[src/rtl/gpw_pkg.sv]
package gpw_pkg;
  localparam logic [1:0] ACC_RD = 2'b00;
  localparam logic [1:0] ACC_WR = 2'b01;
  localparam logic [1:0] ACC_EX = 2'b10;

  localparam int BIT_R  = 0;
  localparam int BIT_W  = 1;
  localparam int BIT_X  = 2;
  localparam int BIT_SP = 7;

  typedef enum logic [1:0] {EV_NEXT, EV_LEAF, EV_FAULT} ev_e;
endpackage

[src/rtl/gpw_idx.sv]
module gpw_idx #(
  parameter int IDX_W = 9,
  parameter int OFF_W = 12,
  parameter int PA_W  = 52,
  parameter int LVL_W = 3
) (
  input  logic [PA_W-1:0]  base_i,
  input  logic [63:0]      va_i,
  input  logic [LVL_W-1:0] lvl_i,
  output logic [63:0]      ent_addr_o
);
  localparam int ENT_B = OFF_W - IDX_W;

  logic [63:0] shifted;
  int          sh;

  always_comb begin
    sh = (lvl_i == '0) ? OFF_W : OFF_W + IDX_W * (int'(lvl_i) - 1);
    shifted = va_i >> sh;
    ent_addr_o = 64'({base_i[PA_W-1:OFF_W], shifted[IDX_W-1:0], {ENT_B{1'b0}}});
  end
endmodule

[src/rtl/gpw_eval.sv]
module gpw_eval
  import gpw_pkg::*;
#(
  parameter int LEVELS = 4,
  parameter int IDX_W  = 9,
  parameter int OFF_W  = 12,
  parameter int PA_W   = 52,
  parameter int LVL_W  = 3
) (
  input  logic [63:0]      ent_i,
  input  logic [LVL_W-1:0] lvl_i,
  input  logic [1:0]       acc_i,
  input  logic [63:0]      va_i,
  output ev_e              kind_o,
  output logic [63:0]      leaf_o,
  output logic [PA_W-1:0]  next_o
);
  logic [2:0]  perm;
  logic        need;
  logic [63:0] mask;
  logic [63:0] frame;
  int          sh;

  always_comb begin
    perm = ent_i[BIT_X:BIT_R];
    unique case (acc_i)
      ACC_WR:  need = perm[BIT_W];
      ACC_EX:  need = perm[BIT_X];
      default: need = perm[BIT_R];
    endcase
    sh     = (lvl_i == '0) ? OFF_W : OFF_W + IDX_W * (int'(lvl_i) - 1);
    mask   = (64'd1 << sh) - 64'd1;
    frame  = 64'(ent_i[PA_W-1:0]) & ~mask;
    leaf_o = frame | (va_i & mask);
    next_o = {ent_i[PA_W-1:OFF_W], {OFF_W{1'b0}}};
    if (perm == 3'b000 || !need)         kind_o = EV_FAULT;
    else if (ent_i[BIT_SP])              kind_o = (int'(lvl_i) == LEVELS) ? EV_FAULT : EV_LEAF;
    else if (lvl_i == LVL_W'(1))         kind_o = EV_LEAF;
    else                                 kind_o = EV_NEXT;
  end
endmodule

[src/rtl/gpw_walker.sv]
module gpw_walker
  import gpw_pkg::*;
#(
  parameter int LEVELS = 4,
  parameter int IDX_W  = 9,
  parameter int OFF_W  = 12,
  parameter int PA_W   = 52,
  parameter int LVL_W  = $clog2(LEVELS + 1)
) (
  input  logic             clk_i,
  input  logic             rst_ni,
  input  logic             xlat_en_i,
  input  logic [63:0]      root_base_i,
  input  logic             req_valid_i,
  input  logic [63:0]      req_addr_i,
  input  logic [1:0]       req_acc_i,
  output logic             busy_o,
  output logic             mem_req_o,
  output logic [63:0]      mem_addr_o,
  input  logic             mem_rvalid_i,
  input  logic [63:0]      mem_rdata_i,
  output logic             res_valid_o,
  output logic [63:0]      res_addr_o,
  output logic             res_fault_o,
  output logic [LVL_W-1:0] res_level_o
);
  localparam int VA_W = OFF_W + IDX_W * LEVELS;

  typedef enum logic [1:0] {S_IDLE, S_RD, S_WT, S_DONE} st_e;

  st_e              st_q;
  logic             en_q;
  logic [PA_W-1:0]  root_q, base_q;
  logic [63:0]      va_q;
  logic [1:0]       acc_q;
  logic [LVL_W-1:0] lvl_q;
  ev_e              kind;
  logic [63:0]      leaf_pa;
  logic [PA_W-1:0]  next_base;

  gpw_idx #(.IDX_W(IDX_W), .OFF_W(OFF_W), .PA_W(PA_W), .LVL_W(LVL_W)) u_idx (
    .base_i(base_q), .va_i(va_q), .lvl_i(lvl_q), .ent_addr_o(mem_addr_o)
  );

  gpw_eval #(.LEVELS(LEVELS), .IDX_W(IDX_W), .OFF_W(OFF_W), .PA_W(PA_W), .LVL_W(LVL_W)) u_eval (
    .ent_i(mem_rdata_i), .lvl_i(lvl_q), .acc_i(acc_q), .va_i(va_q),
    .kind_o(kind), .leaf_o(leaf_pa), .next_o(next_base)
  );

  // root capture on enable rise
  always_ff @(posedge clk_i or negedge rst_ni) begin
    if (!rst_ni) begin
      en_q   <= 1'b0;
      root_q <= '0;
    end else begin
      en_q <= xlat_en_i;
      if (xlat_en_i && !en_q) root_q <= {root_base_i[PA_W-1:OFF_W], {OFF_W{1'b0}}};
    end
  end

  always_ff @(posedge clk_i or negedge rst_ni) begin
    if (!rst_ni) begin
      st_q        <= S_IDLE;
      base_q      <= '0;
      va_q        <= '0;
      acc_q       <= '0;
      lvl_q       <= '0;
      res_addr_o  <= '0;
      res_fault_o <= 1'b0;
      res_level_o <= '0;
    end else begin
      unique case (st_q)
        S_IDLE: if (req_valid_i) begin
          va_q        <= req_addr_i;
          acc_q       <= req_acc_i;
          res_addr_o  <= req_addr_i;
          res_fault_o <= 1'b0;
          res_level_o <= '0;
          if (!xlat_en_i) begin
            st_q <= S_DONE;
          end else if (|req_addr_i[63:VA_W]) begin
            res_fault_o <= 1'b1;
            st_q        <= S_DONE;
          end else begin
            base_q <= root_q;
            lvl_q  <= LVL_W'(LEVELS);
            st_q   <= S_RD;
          end
        end
        S_RD: st_q <= S_WT;
        S_WT: if (mem_rvalid_i) begin
          unique case (kind)
            EV_NEXT: begin
              base_q <= next_base;
              lvl_q  <= lvl_q - LVL_W'(1);
              st_q   <= S_RD;
            end
            EV_LEAF: begin
              res_addr_o <= leaf_pa;
              st_q       <= S_DONE;
            end
            default: begin
              res_fault_o <= 1'b1;
              res_level_o <= lvl_q;
              st_q        <= S_DONE;
            end
          endcase
        end
        default: st_q <= S_IDLE;
      endcase
    end
  end

  assign busy_o      = (st_q != S_IDLE);
  assign mem_req_o   = (st_q == S_RD);
  assign res_valid_o = (st_q == S_DONE);
endmodule

[config.mk]
export PLATFORM = sky130hd
export DESIGN_NAME = gpw_walker
export DESIGN_NICKNAME = d
export VERILOG_FILES = /design/src/rtl/gpw_pkg.sv /design/src/rtl/gpw_idx.sv /design/src/rtl/gpw_eval.sv /design/src/rtl/gpw_walker.sv
export SDC_FILE = /design/constraint.sdc
export NUM_CORES = 1
export LEC_CHECK = 0
export BUFFER_PORTS_ARGS = -buffer_cell sky130_fd_sc_hd__buf_2
export CORE_MARGIN = 4
export CORE_UTILIZATION = 55
export DETAILED_ROUTE_END_ITERATION = 8
export PLACE_DENSITY = 0.85
export REMOVE_ABC_BUFFERS = 1
export SYNTH_ARGS = -nofsm -noshare
export SYNTH_HDL_FRONTEND = slang
export SYNTH_SLANG_ARGS = --single-unit
[constraint.sdc]
create_clock -name clk_i -period 14.15 [get_ports clk_i]
set_input_delay 1.415 -clock clk_i [delete_from_list [all_inputs] [get_ports clk_i]]
set_output_delay 1.415 -clock clk_i [all_outputs]
set_load 0.01 [all_outputs]
**Yosys cells after proc, flatten, opt, wreduce, memory -nomap -nowiden**

Index checks and enable logic that the tools add are counted.

- Bits in registers: 232
- Output and inout port bits: 135

- Add/subtract/negate cells: 4
- Reduce and logical (&&, ||, !) cells: 17
- Multiply operators: 1
- Shift-type cells: 2
- Multiplexer cells: 38
- Equality and inequality tests: 15
- Bitwise gates (word level): 4

Operator list:

| cell | number |
|---|---|
| $mux 52 | 5 |
| $mux 64 | 3 |
| $pmux 64 s2 | 1 |
| $pmux 52 s2 | 1 |
| $and 52x64->64 | 1 |
| $and 64x64->64 | 1 |
| $not 64->64 | 1 |
| $or 64x64->64 | 1 |
| $shl 1x32->64 const A | 1 |
| $shr 64x32->9 | 1 |
| $sub 64x1->64 const B | 1 |
| $add 5x32->32 const A | 1 |
| $mul 5x32->32 const A | 1 |
| $mux 32 | 1 |
| $mux 3 | 8 |
| $mux 2 | 8 |
| $reduce_or 16->1 | 1 |
| $ne 2x2->1 const B | 6 |
| $pmux 3 s2 | 2 |
| $reduce_and 4->1 | 2 |
| $eq 2x1->1 const B | 3 |
| $eq 2x2->1 const B | 3 |
| $logic_not 3->1 | 2 |
| $mux 1 | 6 |
| 15 further kinds | 20 |

**Depth between registers and ports, before layout**

- Depth after elaboration: 12
- Mapped depth: 33
- Depth with buffers taken out: 26

**Modules after synthesis**

Synthesis repeated with hierarchy kept, for this count alone.

- Cells, all modules: 1936
- Area total of the unflattened synthesis: 17533.1 sq um

By module, submodules not included:

| module | seq. area each (sq um) | cells each | area an instance (sq um) | instances |
|---|---|---|---|---|
| gpw_walker | 5805.6 | 769 | 9659.3 | 1 |
| gpw_idx | 0.0 | 682 | 4645.7 | 1 |
| gpw_eval | 0.0 | 485 | 3228.1 | 1 |

**Worst setup path before layout**

OpenSTA, ideal clock, no wires.

- Path kind: register -> output
- Start point: register lvl_q[0]
- End point: output port mem_addr_o[6]
- Cell stages (with the launch flop): 30
- Arrival time: 6.654 ns
- Buffers on the path: 7
- Path slack: 6.081 ns
- Required time: 12.735 ns
- Path through: dfrtp_1 -> clkbuf_1 -> clkbuf_1 -> inv_1 -> ha_1 -> clkbuf_1 -> clkinv_1 -> ha_1 -> inv_1 -> fa_1 -> inv_1 -> ha_1 -> ha_1 -> ha_1 -> clkbuf_1 -> a21oi_1 -> ha_1 -> nor4bb_1 -> nand3_1 -> a211oi_1 -> clkbuf_1 -> clkbuf_1 -> buf_1 -> a22oi_1 -> nand2_1 -> a31oi_1 -> o221ai_1 -> o21ai_0 -> o21a_1 -> a31oi_1

- Word-level cells in the longest chain between the ends: 5
- Elaborated cells between the ends (all ways): 6
- Classes of those cells: add/sub: 2; mul: 1; shift: 1; mux: 1; reduce/logical: 1

RTL lines:

| what | RTL line | text |
|---|---|---|
| start, declared | gpw_walker.sv:36 | `logic [LVL_W-1:0] lvl_q;` |
| start signal, assigned | gpw_walker.sv:86 | `lvl_q <= LVL_W'(LEVELS);` |
| start signal, assigned | gpw_walker.sv:95 | `lvl_q <= lvl_q - LVL_W'(1);` |
| $sub 3x1->4 | gpw_idx.sv:18 | `sh = (lvl_i == '0) ? OFF_W : OFF_W + IDX_W * (int'(lvl_i) - 1);` |
| $mul 5x32->32 | gpw_idx.sv:18 |  |
| $add 5x32->32 | gpw_idx.sv:18 |  |
| $mux 32 * | gpw_idx.sv:18 |  |
| $shr 64x32->9 * | gpw_idx.sv:19 | `shifted = va_i >> sh;` |
| end, declared | gpw_walker.sv:19 | `output logic [63:0] mem_addr_o,` |

Mark *: on every way between the ends. The rest lies on a longest branch, timed or not.

**Worst setup path in the final report**

Ends and elaborated chain as after synthesis.

==> results_dict.tcl <==
set metrics [dict create \
    die-width_um 172 \
    synth_cell_types 80 \
    synth.most_common_cell "nand2_1" \
    first_global_vias 15000 \
    synth_ff_type "dfrtp_1" \
    cp_slowest_cell "ha_1" \
    ant_nets 0 \
    synth_area_leaders "dfrtp_1, nand2_1, mux2i_1" \
    grt.total_usage_pct 36.8 \
    yosys-top-cells-count "nand2_1, dfrtp_1, nor2_1" \
    drc 0 \
    hold_class "flop to flop" \
    cts-root-buf "clkbuf_16" \
    cp_common_cell "ha_1" \
    synth-simple-area-share_pct 21.9 \
    fin_cells 2380 \
    boundaryPins 334 \
    grt_max_degree 87 \
    synth_compound_area_share_pct 22.9 \
    reg2regPathDepth 29 \
    pre_cts_slack_ns 4.80 \
    r2r-end "res_addr_o[54]$_DFFE_PN0P_" \
    die_h_um 172 \
    synth.mux.area_fraction_pct 9.75 \
    grt_first_pass_wirelength_um 85300 \
    gr-total-overflow 0 \
    design_area_um2 17100 \
    arrival_ns 8.61 \
    place_congestion 0.991 \
    path_clk_slew_ns 0.06 \
    die_area_um2 29500 \
    fin_worst_skew_ns 0.0111 \
    reg2reg_slack_ns 5.38 \
    routedWlPerCell_um 23.6 \
    numPlacedInstances 2339 \
    syn_area_um2 14700 \
    synth-seq-cells 220 \
    avgSynthCellArea_um2 8.03 \
    synthXorXnorAreaFrac_pct 1.19 \
    fin_ws_ns 4.13 \
    htreeDepth 1 \
    place.port_buffers 282 \
    coreArea_um2 26200 \
    end_kind "output pin" \
    drive_gt1_share_pct 21.3 \
    final-hold-violation-count 0 \
    min_to "res_addr_o[10]$_DFFE_PN0P_" \
    syn_inst 1833 \
    yosysTopAreaCellShare_pct 37.4 \
    fin_setup_tns_ns 0 \
    status "finished, final reports clean" \
    critical_path_required_ns 12.73 \
    min_period_ns 10.02 \
    drv_slew 0 \
    nNetsFinal 2248 \
    hpwl_um 39900 \
    rows 59 \
    synth_top_family_by_area "compound AO/OA/AOI/OAI gates" \
    worst_skew_pair.late_latency_ns 0.54 \
    critPathMaxStageDelay_ns 0.90 \
    synth_seq_area_share_pct 37.4 \
    hp-start "res_addr_o[10]$_DFFE_PN0P_" \
    ctsHoldBuffers 0 \
    path_class "flop to output pin" \
    synth_largest_area_cell "dfrtp_1" \
    clockBufferDepth 3 \
    relSlewSlack_pct 15.2 \
    vias_per_cell 6.54 \
    synth-adder-area-share_pct 1.80 \
    cts_buffers 23 \
    reg2reg_from "lvl_q[0]$_DFFE_PN0P_" \
    cts_resized 0 \
    cts_tree "done" \
    min_path_cells 1 \
    antenna_cells 0 \
    startpoint "lvl_q[0]$_DFFE_PN0P_" \
    async_reset_ff_share_pct 100 \
    post_cts_buffers 0 \
    start_util_pct 56.2 \
    setup_viol 0 \
    worst_slew_pin_slew_ns 1.27 \
    synthToLayoutAreaGrowth_pct 16.3 \
    synth-edff-count 0 \
    drt_wl_total_um 56300 \
    startpoint_type "flop" \
    ys_warn_count 0 \
    fmax_mhz 99.8 \
    finalCritPeriodShare_pct 70.8 \
    path_max_fanout 78 \
    timing.max_cap.violations 0 \
    drt_iter0_markers 1861 \
    rsz0062_at_grt "no" \
    firstDrtPassIters 6 \
    vias 15600 \
    place_area_um2 16300 \
    grt_antenna_before_repair 0 \
    cts.sinks 220 \
]
worst max-delay path: cells and delay by family, from the launching register on:
family | cells | cell delay (ns)
DFF | 1 | 0.32
and+or+nand+nor | 4 | 1.28
AOI/OAI and AO/OA | 7 | 1.54
buffers and inverters | 7 | 2.09
adders and majority gates | 7 | 2.78
state kept, by name (all words and copies together) (netlist names), 2 cells and up:
| name | cells |
|---|---|
| res_level_o | 3 |
| lvl_q | 3 |
| res_addr_o | 64 |
| base_q | 40 |
| root_q | 40 |
| va_q | 64 |
| acc_q | 2 |
| st_q | 2 |
final cells by class:
cell class / count / area [µm²]
clock inverter: 11 / 164
fill: 2239 / 9080
inverter: 27 / 101
multi-input combinational: 1446 / 8640
timing repair buffer: 311 / 1640
sequential: 220 / 5510
tap: 335 / 419
clock buffer: 30 / 662
metrics by stage:
step                      hold WS, ns  utilization [%]
after global routing            0.493             65.4
after floorplan                 0.468                -
after global placement          0.454             62.2
final                           0.469             65.4
after detailed placement        0.461             62.2
after CTS                       0.474             65.4
placed cells by master, fill, tap and decap left out, drive strengths merged, types with 34 or more instances in the layout:
master | Yosys | routed
a21oi | 81 | 81
o21ai | 87 | 87
a31oi | 59 | 59
mux2i | 86 | 86
o211ai | 36 | 36
nor3 | 37 | 37
nor2 | 186 | 186
a22oi | 34 | 34
nand2 | 431 | 431
buf | 47 | 311
dfrtp | 220 | 220
mux2 | 49 | 49
per-layer routing:
metal  vias up  wire length (µm)  track usage [%]
met4         0              1910             11.7
met1      7609             22600             49.4
li1       6955                 -                -
met3       125              5180             7.35
met5         -                 0                0
met2       880             26600             60.3
cells by family (layout without fill, tap and decap cells):
kind of cell,count (synthesis),in the layout
AO/OA/AOI/OAI,495,495
XOR/XNOR,20,20
adder cells (fa/ha/maj),20,20
buffers and inverters,181,379
flip-flops,220,220
multiplexers,136,136
other,1,15
AND/OR/NAND/NOR,760,760
worst max path at each step:
stage / slack [ns] / to
CTS: 4.23 / mem_addr_o[6]
global route: 3.58 / mem_addr_o[6]
finish: 4.13 / mem_addr_o[6]
detailed placement: 4.80 / mem_addr_o[6]
floorplan: 2.66 / mem_addr_o[6]
global placement: 4.97 / mem_addr_o[6]
Power is left out: the tool's default activity adds up to more than one toggle a clock period on the data nets, which glitch-free logic cannot reach.
